`src/rtl/adcseq_pkg.sv`:
```
package adcseq_pkg;

  typedef enum logic [1:0] {
    KIND_FIRST  = 2'd0,
    KIND_SINGLE = 2'd1,
    KIND_TRIG   = 2'd2,
    KIND_FREE   = 2'd3
  } conv_kind_e;

  function automatic int max_of4(int a, int b, int c, int d);
    int m;
    m = a;
    if (b > m) m = b;
    if (c > m) m = c;
    if (d > m) m = d;
    return m;
  endfunction

endpackage

```
`src/rtl/adcseq_launch.sv`:
```
module adcseq_launch
  import adcseq_pkg::*;
(
  input  logic       clk,
  input  logic       rst_n,
  input  logic       rise,
  input  logic       en,
  input  logic       auto_en,
  input  logic       free_run,
  input  logic       start,
  input  logic       trig,
  input  logic       busy,
  input  logic       end_now,
  output logic       launch,
  output conv_kind_e launch_kind
);

  logic       pend_q;
  conv_kind_e pend_kind_q;
  logic       first_q;
  logic       restart_now;
  logic       chain_req;

  // Free-running chain is only honoured while triggering is allowed.
  assign chain_req   = end_now && free_run && auto_en;
  assign restart_now = chain_req && rise;
  assign launch      = en && rise && (pend_q || restart_now);

  always_comb begin
    if (first_q)          launch_kind = KIND_FIRST;
    else if (restart_now) launch_kind = KIND_FREE;
    else                  launch_kind = pend_kind_q;
  end

  always_ff @(posedge clk or negedge rst_n) begin
    if (!rst_n) begin
      pend_q      <= 1'b0;
      pend_kind_q <= KIND_SINGLE;
      first_q     <= 1'b1;
    end else if (!en) begin
      pend_q  <= 1'b0;
      first_q <= 1'b1;
    end else if (launch) begin
      pend_q  <= 1'b0;
      first_q <= 1'b0;
    end else if (chain_req) begin
      // completion on a falling edge: restart waits for the next rise
      pend_q      <= 1'b1;
      pend_kind_q <= KIND_FREE;
    end else if (pend_q && (pend_kind_q != KIND_SINGLE) && !auto_en) begin
      pend_q <= 1'b0;
    end else if (!busy && !pend_q) begin
      if (start) begin
        pend_q      <= 1'b1;
        pend_kind_q <= KIND_SINGLE;
      end else if (trig && auto_en) begin
        pend_q      <= 1'b1;
        pend_kind_q <= KIND_TRIG;
      end
    end
  end

endmodule

```
`src/rtl/adcseq_timer.sv`:
```
module adcseq_timer
  import adcseq_pkg::*;
#(
  parameter int FIRST_SMP_H = 27,
  parameter int FIRST_END_H = 50,
  parameter int SNGL_SMP_H  = 3,
  parameter int SNGL_END_H  = 26,
  parameter int TRIG_SMP_H  = 4,
  parameter int TRIG_END_H  = 27,
  parameter int FREE_SMP_H  = 5,
  parameter int FREE_END_H  = 28,
  parameter int CNT_W       = 6
) (
  input  logic       clk,
  input  logic       rst_n,
  input  logic       en,
  input  logic       rise,
  input  logic       fall,
  input  logic       launch,
  input  conv_kind_e launch_kind,
  output logic       busy,
  output logic       end_now,
  output logic       sample_stb,
  output logic       open_win
);

  // Per-kind compare points, precomputed as counter-width constants.
  localparam logic [CNT_W-1:0] FIRST_SMP_M1 = CNT_W'(FIRST_SMP_H - 1);
  localparam logic [CNT_W-1:0] FIRST_END_M1 = CNT_W'(FIRST_END_H - 1);
  localparam logic [CNT_W-1:0] FIRST_OPEN   = CNT_W'(FIRST_END_H - 2);
  localparam logic [CNT_W-1:0] SNGL_SMP_M1  = CNT_W'(SNGL_SMP_H - 1);
  localparam logic [CNT_W-1:0] SNGL_END_M1  = CNT_W'(SNGL_END_H - 1);
  localparam logic [CNT_W-1:0] SNGL_OPEN    = CNT_W'(SNGL_END_H - 2);
  localparam logic [CNT_W-1:0] TRIG_SMP_M1  = CNT_W'(TRIG_SMP_H - 1);
  localparam logic [CNT_W-1:0] TRIG_END_M1  = CNT_W'(TRIG_END_H - 1);
  localparam logic [CNT_W-1:0] TRIG_OPEN    = CNT_W'(TRIG_END_H - 2);
  localparam logic [CNT_W-1:0] FREE_SMP_M1  = CNT_W'(FREE_SMP_H - 1);
  localparam logic [CNT_W-1:0] FREE_END_M1  = CNT_W'(FREE_END_H - 1);
  localparam logic [CNT_W-1:0] FREE_OPEN    = CNT_W'(FREE_END_H - 2);

  logic [CNT_W-1:0] cnt_q;
  conv_kind_e       kind_q;
  logic [CNT_W-1:0] smp_m1;
  logic [CNT_W-1:0] end_m1;
  logic [CNT_W-1:0] open_from;
  logic             step;
  logic             smp_now;

  always_comb begin
    smp_m1    = SNGL_SMP_M1;
    end_m1    = SNGL_END_M1;
    open_from = SNGL_OPEN;
    case (kind_q)
      KIND_FIRST: begin
        smp_m1 = FIRST_SMP_M1; end_m1 = FIRST_END_M1; open_from = FIRST_OPEN;
      end
      KIND_TRIG: begin
        smp_m1 = TRIG_SMP_M1; end_m1 = TRIG_END_M1; open_from = TRIG_OPEN;
      end
      KIND_FREE: begin
        smp_m1 = FREE_SMP_M1; end_m1 = FREE_END_M1; open_from = FREE_OPEN;
      end
      default: begin
        smp_m1 = SNGL_SMP_M1; end_m1 = SNGL_END_M1; open_from = SNGL_OPEN;
      end
    endcase
  end

  assign step     = busy && en && (rise || fall);
  assign end_now  = step && (cnt_q == end_m1);
  assign smp_now  = step && (cnt_q == smp_m1);
  assign open_win = !busy || (cnt_q >= open_from);

  always_ff @(posedge clk or negedge rst_n) begin
    if (!rst_n) begin
      busy       <= 1'b0;
      cnt_q      <= '0;
      kind_q     <= KIND_SINGLE;
      sample_stb <= 1'b0;
    end else begin
      sample_stb <= smp_now;
      if (!en) begin
        busy  <= 1'b0;
        cnt_q <= '0;
      end else if (launch) begin
        busy   <= 1'b1;
        cnt_q  <= '0;
        kind_q <= launch_kind;
      end else if (end_now) begin
        busy  <= 1'b0;
        cnt_q <= '0;
      end else if (step) begin
        cnt_q <= cnt_q + 1'b1;
      end
    end
  end

endmodule

```
`src/rtl/adcseq_selshadow.sv`:
```
module adcseq_selshadow #(
  parameter int SEL_W = 4
) (
  input  logic             clk,
  input  logic             rst_n,
  input  logic             wr,
  input  logic [SEL_W-1:0] wdata,
  input  logic             open_win,
  output logic [SEL_W-1:0] active
);

  logic [SEL_W-1:0] tmp_q;
  logic [SEL_W-1:0] tmp_next;

  assign tmp_next = wr ? wdata : tmp_q;

  always_ff @(posedge clk or negedge rst_n) begin
    if (!rst_n) begin
      tmp_q  <= '0;
      active <= '0;
    end else begin
      tmp_q <= tmp_next;
      if (open_win) active <= tmp_next;
    end
  end

endmodule

```
`src/rtl/adcseq_result.sv`:
```
module adcseq_result #(
  parameter int RES_W = 10
) (
  input  logic             clk,
  input  logic             rst_n,
  input  logic             end_now,
  input  logic             flag_clr,
  input  logic [RES_W-1:0] res_in,
  output logic             done_flag,
  output logic [RES_W-1:0] result
);

  always_ff @(posedge clk or negedge rst_n) begin
    if (!rst_n) begin
      done_flag <= 1'b0;
      result    <= '0;
    end else begin
      if (end_now) begin
        done_flag <= 1'b1;
        result    <= res_in;
      end else if (flag_clr) begin
        done_flag <= 1'b0;
      end
    end
  end

endmodule

```
`src/rtl/adcseq_top.sv`:
```
module adcseq_top
  import adcseq_pkg::*;
#(
  parameter int SEL_W       = 4,
  parameter int RES_W       = 10,
  parameter int FIRST_SMP_H = 27,
  parameter int FIRST_END_H = 50,
  parameter int SNGL_SMP_H  = 3,
  parameter int SNGL_END_H  = 26,
  parameter int TRIG_SMP_H  = 4,
  parameter int TRIG_END_H  = 27,
  parameter int FREE_SMP_H  = 5,
  parameter int FREE_END_H  = 28
) (
  input  logic             clk,
  input  logic             rst_n,
  input  logic             adc_rise,
  input  logic             adc_fall,
  input  logic             en,
  input  logic             start,
  input  logic             auto_en,
  input  logic             trig,
  input  logic             free_run,
  input  logic             sel_wr,
  input  logic [SEL_W-1:0] sel_wdata,
  input  logic [RES_W-1:0] res_in,
  input  logic             flag_clr,
  output logic [SEL_W-1:0] sel_active,
  output logic             sample_stb,
  output logic             busy,
  output logic             done_flag,
  output logic [RES_W-1:0] result
);

  localparam int MAX_END_H = max_of4(FIRST_END_H, SNGL_END_H, TRIG_END_H, FREE_END_H);
  localparam int CNT_W     = $clog2(MAX_END_H + 1);

  logic       launch;
  conv_kind_e launch_kind;
  logic       end_now;
  logic       open_win;

  adcseq_launch u_launch (
    .clk(clk), .rst_n(rst_n), .rise(adc_rise), .en(en), .auto_en(auto_en),
    .free_run(free_run), .start(start), .trig(trig), .busy(busy),
    .end_now(end_now), .launch(launch), .launch_kind(launch_kind)
  );

  adcseq_timer #(
    .FIRST_SMP_H(FIRST_SMP_H), .FIRST_END_H(FIRST_END_H),
    .SNGL_SMP_H(SNGL_SMP_H),   .SNGL_END_H(SNGL_END_H),
    .TRIG_SMP_H(TRIG_SMP_H),   .TRIG_END_H(TRIG_END_H),
    .FREE_SMP_H(FREE_SMP_H),   .FREE_END_H(FREE_END_H),
    .CNT_W(CNT_W)
  ) u_timer (
    .clk(clk), .rst_n(rst_n), .en(en), .rise(adc_rise), .fall(adc_fall),
    .launch(launch), .launch_kind(launch_kind), .busy(busy),
    .end_now(end_now), .sample_stb(sample_stb), .open_win(open_win)
  );

  adcseq_selshadow #(.SEL_W(SEL_W)) u_shadow (
    .clk(clk), .rst_n(rst_n), .wr(sel_wr), .wdata(sel_wdata),
    .open_win(open_win), .active(sel_active)
  );

  adcseq_result #(.RES_W(RES_W)) u_result (
    .clk(clk), .rst_n(rst_n), .end_now(end_now), .flag_clr(flag_clr),
    .res_in(res_in), .done_flag(done_flag), .result(result)
  );

endmodule

```
`config.mk`:
```
export PLATFORM = sky130hd
export DESIGN_NAME = adcseq_top
export DESIGN_NICKNAME = d
export VERILOG_FILES = /design/src/rtl/adcseq_pkg.sv /design/src/rtl/adcseq_launch.sv /design/src/rtl/adcseq_timer.sv /design/src/rtl/adcseq_selshadow.sv /design/src/rtl/adcseq_result.sv /design/src/rtl/adcseq_top.sv
export SDC_FILE = /design/constraint.sdc
export NUM_CORES = 1
export LEC_CHECK = 0
export BUFFER_PORTS_ARGS = -buffer_cell sky130_fd_sc_hd__buf_2
export CORE_MARGIN = 2
export CORE_UTILIZATION = 28
export DETAILED_ROUTE_END_ITERATION = 16
export GPL_ROUTABILITY_DRIVEN = 0
export PLACE_DENSITY = 0.55
export SLEW_MARGIN = 30
export SYNTH_ARGS = -nofsm -noshare
export SYNTH_HDL_FRONTEND = slang
export SYNTH_HIERARCHICAL = 1
export SYNTH_SLANG_ARGS = --single-unit
export TNS_END_PERCENT = 10
```
`constraint.sdc`:
```
create_clock -name clk -period 3.4 [get_ports clk]
set_clock_uncertainty 0.2 [all_clocks]
set_input_delay 0 -clock clk [delete_from_list [all_inputs] [get_ports clk]]
set_output_delay 0 -clock clk [all_outputs]
set_load 0.03 [all_outputs]
```
# Yosys cells after proc, flatten, opt, wreduce, memory -nomap -nowiden
# Index checks and enable logic that the tools add are counted.
# classes
add_sub_neg,1
multipliers,0
order_cmp,1
reduce_logical,26
mux,29
shift,0
div_mod_pow,0
n_bitwise,1
n_eq_ne,11
# ops
op,n
one-hot mux 6 bit (3 select lines),2
2-to-1 mux 6 bit,4
one-hot mux 5 bit (3 select lines),1
2-to-1 mux 1 bit,14
2-to-1 mux 2 bit,7
logical AND 1 bit,13
"adder 6 x 1 -> 6 bit, second input constant",1
== test 6 x 5 -> 1 bit,1
== test 6 bit,1
>= comparator 6 bit,1
"inequality test 2 x 1 -> 1 bit, second input constant",3
"inequality test 6 x 1 -> 1 bit, second input constant",1
"inequality test 5 x 1 -> 1 bit, second input constant",1
AND reduction 5 bit,1
"== test 2 bit, second input constant",2
2-to-1 mux 4 bit,1
"inequality test 4 x 1 -> 1 bit, second input constant",1
AND reduction 2 bit,2
nonzero test 2 bit,2
logical NOT 1 bit,3
logical OR 1 bit,3
"inequality test 3 x 1 -> 1 bit, second input constant",1
nonzero test 3 bit,1
logical NOT 2 bit,1
NOT 1 bit,1
# word_totals
inputBits,25
latchBits,0
word_cells,80
memories,0
out_inout_bits,17
ramBits,0
rom_bits,0
ff_bits,33

# Depth between registers and ports, before layout
# depth
word_depth,11
mapped_depth,14
depth_no_buf,12

# By module
# Netlist, hierarchy kept.
# by_module_without_submodules
module,seq_area_each_um2,area_each_um2,cells_per_inst,instances
adcseq_timer,251.5,698.2,76,1
adcseq_result,275.3,445.4,24,1
adcseq_selshadow,200.2,290.3,16,1
adcseq_launch,102.6,261.5,31,1

# Worst setup path after synthesis
# OpenSTA, ideal clock, no wires.
# synth_timing
path_kind,register to register
startpoint,register u_timer.kind_q[1]
endpoint,register u_timer.cnt_q[5]
setup_ns,0.087
path_slack_ns,0.117
n_path_buf,2
period_less_slack_ns,3.283
arrival_ns,2.997
path_stages_with_launch,14
required_time_ns,3.113
path_cell_list,dfrtp_1 buf_2 or2_2 ha_1 and4b_4 and3_4 and3_2 and3_1 buf_2 o21ai_0 nor2_1 nand2b_1 or4_1 o211ai_1
# synth_between
elab_chain_len,11
word_cells_on_any_way,15
# synth_lines
item,line,rtl
"start, declared",adcseq_timer.sv:42,conv_kind_e kind_q;
"start signal, assigned",adcseq_timer.sv:88,kind_q <= launch_kind;
== test 2 bit / logical NOT 2 bit (equally long branches),adcseq_timer.sv:53,case (kind_q)
one-hot mux 6 bit (3 select lines) (*),adcseq_timer.sv:53,
== test 6 bit (*),adcseq_timer.sv:70,assign end_now = step && (cnt_q == end_m1);
logical AND 1 bit (*),adcseq_timer.sv:70,
via end_now,adcseq_top.sv:40,logic end_now;
logical AND 1 bit (*) (2 in series),adcseq_launch.sv:25,assign chain_req = end_now && free_run && auto_en;
logical AND 1 bit (*),adcseq_launch.sv:26,assign restart_now = chain_req && rise;
logical OR 1 bit (*),adcseq_launch.sv:27,assign launch = en && rise && (pend_q || restart_now);
logical AND 1 bit (*),adcseq_launch.sv:27,
via launch,adcseq_top.sv:38,logic launch;
2-to-1 mux 6 bit,adcseq_timer.sv:85,end else if (launch) begin
2-to-1 mux 6 bit,adcseq_timer.sv:82,if (!en) begin
"end signal, assigned",adcseq_timer.sv:93,cnt_q <= cnt_q + 1'b1;
"end, declared",adcseq_timer.sv:41,logic [CNT_W-1:0] cnt_q;
# The timed path passes the listed nets; every way through them passes the cells marked *.
# A chain may end at the register's enable or synchronous reset.

# Final worst setup path
# layout_timing
startpoint,register u_timer.kind_q[0]
endpoint,register u_timer.cnt_q[5]
# The elaborated chain is that of the path after synthesis.

==> metrics.md <==
| Metric | Value |
|---|---|
| Final Slew Violations | 0 |
| CP max stage cell | dfstp_2 |
| Met3 wire len | roughly 190 um |
| Worst skew pair latency | 0.29 ns |
| Final Power | around 1000 uW |
| All-Layer GR Usage | roughly 12% |
| CP arrival | about 3.2 ns |
| Setup TNS | 0 ns |
| FP Rows | 28 |
| Final setup violation count | 0 |
| Final nets | about 250 |
| Fmax | around 0.32 GHz |
| WS Path Type | flip-flop to flip-flop |
| Core Area | between 5000 and 6000 um^2 |
| Layout Cell Area excl Fill | about 2400 um^2 |
| Delay-heaviest family, CP | simple AND/OR/NAND/NOR gates |
| Reg clk slew, reported paths | ~0.070 ns |
| Met1 WL | ~1700 um |
| CTS tree | built |
| Grt ovf | 0 |
| Syn. warnings | 6 |
| Initial antenna violation count | 0 |
| Root Buffer | clkbuf_8 |
| EDFF count, synth | 0 |
| CP startpoint kind | flip-flop |
| Vias in the first global route | between 1,000 and 1,500 |
| Top cell type's share of synthesized area | 44.3% |
| Rel. slew slack | 51.3% |
| Post-place setup slack | about 0.27 ns |
| Power per Cell Area | about 420 nW/um^2 |
| CTS max path bufs | 2 |
| Sequential area share after synthesis | between 40% and 50% |
| IO Pins | 42 |
| Area of the mapped netlist | around 1700 um^2 |
| Via count | between 1,000 and 1,500 |
| Total length of routed met2 wires | 1770 um |
| Netlist cell types | 39 |
| HPWL Detailed | ~2600 um |
| Area Overhead vs Synth | 39.6% |
| Top cell type by total area after synthesis | dfrtp_1 |
| Area contributors post-synth | dfrtp_1 44%, mux2_4 8.0%, mux2_2 7.3%, dfstp_2 4.6%, ha_1 3.7% |
| Die extent in y | about 80 um |
| CTS Buf Count | 5 |
| Crit-path cells | or2_2 -> inv_1 -> ha_1 -> and4b_4 -> and3_4 -> and3_2 -> and3_1 -> o21ai_0 -> nor2_1 -> nand2b_1 -> or4_1 -> o211ai_1 |
| Crit path time final | between 3 and 4 ns |
| Final Util | around two fifths |
| Routed vias/inst | about 4.6 |
| Initial Utilization | between 20 and 30% |
| Synth Register Bits | 33 |
| Syn_area_per_cell | ~12 um^2 |
| DRT antenna net count | 0 |
| CP endpoint kind | flip-flop |
| Status | completed |
| Period utilization | 92.8% |
| DR iter-0 viols | 55 |
| Crit path largest cell delay | 0.58 ns |
| DR top layer | met4 |
| Drc violations | 0 |
| First drt pass iteration count | 4 |
| WP data required | roughly 3.4 ns |
| Routed wire length | around 3700 um |
| Most common cell after layout, fill and taps aside | buf_2 |
| Syn Inst Count | between 100 and 150 |
| Most frequent cells in the layout | 41 x buf_2, 30 x dfrtp_1, 26 x dlygate4sd3_1 |
| Max H-tree Level | 2 |
| Port Buffers | 41 |
| Horiz. Die Dim | 81.8 um |
| R2r setup slk | 0.25 ns |
| RSZ-0062 raised after global routing | false |
| Top_reg_cell synth | dfrtp_1 |
| Post-CTS sizing | 0 |
| Layout cell share with drive strength beyond 1 | 37.4% |
| WL/cell | approximately 12 um |
| Worst min-delay path category | input port to flip-flop |
| Async SR Flop Fraction | between 90% and 100% |
| # clock sinks | 33 |
| Largest net degree at the start of global routing | 34 |
| First-pass GRT wire length | 6110 um |
| VDD IR max | ~0.14 mV |
| Setup Fix Bufs, Post-CTS | 0 |
| Fin worst setup slack | roughly 0.25 ns |
| N_diodes | 0 |
| Net Count, Synth | 177 |
| # hold bufs at CTS | 26 |
| Static Leak | roughly 0.0011 uW |
| Worst Path Buf+Inv | 1 |
| Total die area | ~6700 um^2 |
| Peak fanout along the critical path | 6 |
| Area of placed instances | approximately 2000 um^2 |
| Final hold vios | 0 |
| Worst-Margin Slew | around 0.73 ns |
| Max Cap Viol | 0 |
==> through the flow <==
step	instances	hold slack [ns]
finish	297	0.0449
global route	297	0.107
CTS	297	0.0389
detailed placement	263	-0.101
global placement	263	-0.0899
floorplan	147	-0.496
==> layer usage <==
layer | track usage (%) | up-vias
li1 | - | 686
met1 | 14.4 | 633
met2 | 21.2 | 33
met3 | 3.30 | 7
met4 | 4.00 | 0
met5 | 0 | -
==> cell type report <==
cell class	instances	area [um^2]
fill	593	3520
sequential	33	830
multi-input combinational	103	807
timing repair buffer	71	495
tap	75	93.8
clock buffer	5	68.8
clock inverter	3	46.3
inverter	7	26.3
==> cell usage after synthesis (2+ instances only) <==
cell / n
buf_2: 2
mux2_2: 11
nor3b_1: 3
nor2_1: 4
buf_6: 2
inv_1: 7
dfstp_2: 3
nand4_1: 4
or2_2: 2
nor4_1: 2
ha_1: 5
a211oi_1: 5
nand2b_1: 3
or3_1: 3
dfrtp_1: 30
mux2_4: 9
o211ai_1: 2
xnor2_1: 2
a21oi_1: 11
nand2_1: 9
o21ai_0: 2
a21o_1: 2
nand3_1: 4
nor2b_1: 5
==> worst register-to-register path, cell delays in order (launching register included) <==
cell and delay [ns]:
dfstp_2 0.58, or2_2 0.15, inv_1 0.05, ha_1 0.30
and4b_4 0.21, and3_4 0.18, and3_2 0.19, and3_1 0.19
o21ai_0 0.20, nor2_1 0.12, nand2b_1 0.16, or4_1 0.46
o211ai_1 0.10
==> sequential cells by signal, summed over array words and instances (netlist names) <==
register / flops
u_timer/cnt_q: 6
u_timer/busy: 1
u_launch/pend_kind_q: 2
u_timer/sample_stb: 1
u_result/done_flag: 1
u_launch/pend_q: 1
u_timer/kind_q: 2
u_result/result: 10
u_shadow/active: 4
u_shadow/tmp_q: 4
u_launch/first_q: 1
==> path summary, 6_finish.rpt <==
| check | from | endpoint | depth (start not counted) |
|---|---|---|---|
| setup / recovery | u_timer/kind_q[0]$_DFFE_PN1P_ | u_timer/cnt_q[5]$_DFFE_PN0P_ | 12 |
| hold / removal | free_run | u_launch/first_q$_DFFE_PN1P_ | 4 |
| setup reg to reg | u_timer/kind_q[0]$_DFFE_PN1P_ | u_timer/cnt_q[5]$_DFFE_PN0P_ | 12 |
| hold reg to reg | u_result/done_flag$_DFFE_PN0P_ | u_result/done_flag$_DFFE_PN0P_ | 1 |
| max in group asynchronous | rst_n | u_shadow/active[3]$_DFFE_PN0P_ | 2 |
| min in group asynchronous | rst_n | u_timer/cnt_q[5]$_DFFE_PN0P_ | 2 |
==> cells by family after synthesis <==
| group | Yosys count | synth area share (%) |
|---|---|---|
| xor gates and xnor gates | 2 | 1.03 |
| and+or+nand+nor | 48 | 16.8 |
| AOI/OAI and AO/OA | 28 | 10.8 |
| buffers and inverters | 11 | 3.47 |
| adders and majority gates | 5 | 3.69 |
| muxes | 20 | 15.3 |
| DFF | 33 | 48.9 |
==> power by group <==
| part | leakage, uW | switching [uW] | internal [uW] |
|---|---|---|---|
| registers | 0.000430 | 20.0 | 426 |
| clock network | 0.0000543 | 153 | 219 |
| logic | 0.000634 | 85.5 | 84.9 |
| total | 0.00112 | 258 | 730 |
No activity file was read; power rests on OpenSTA's default activity.
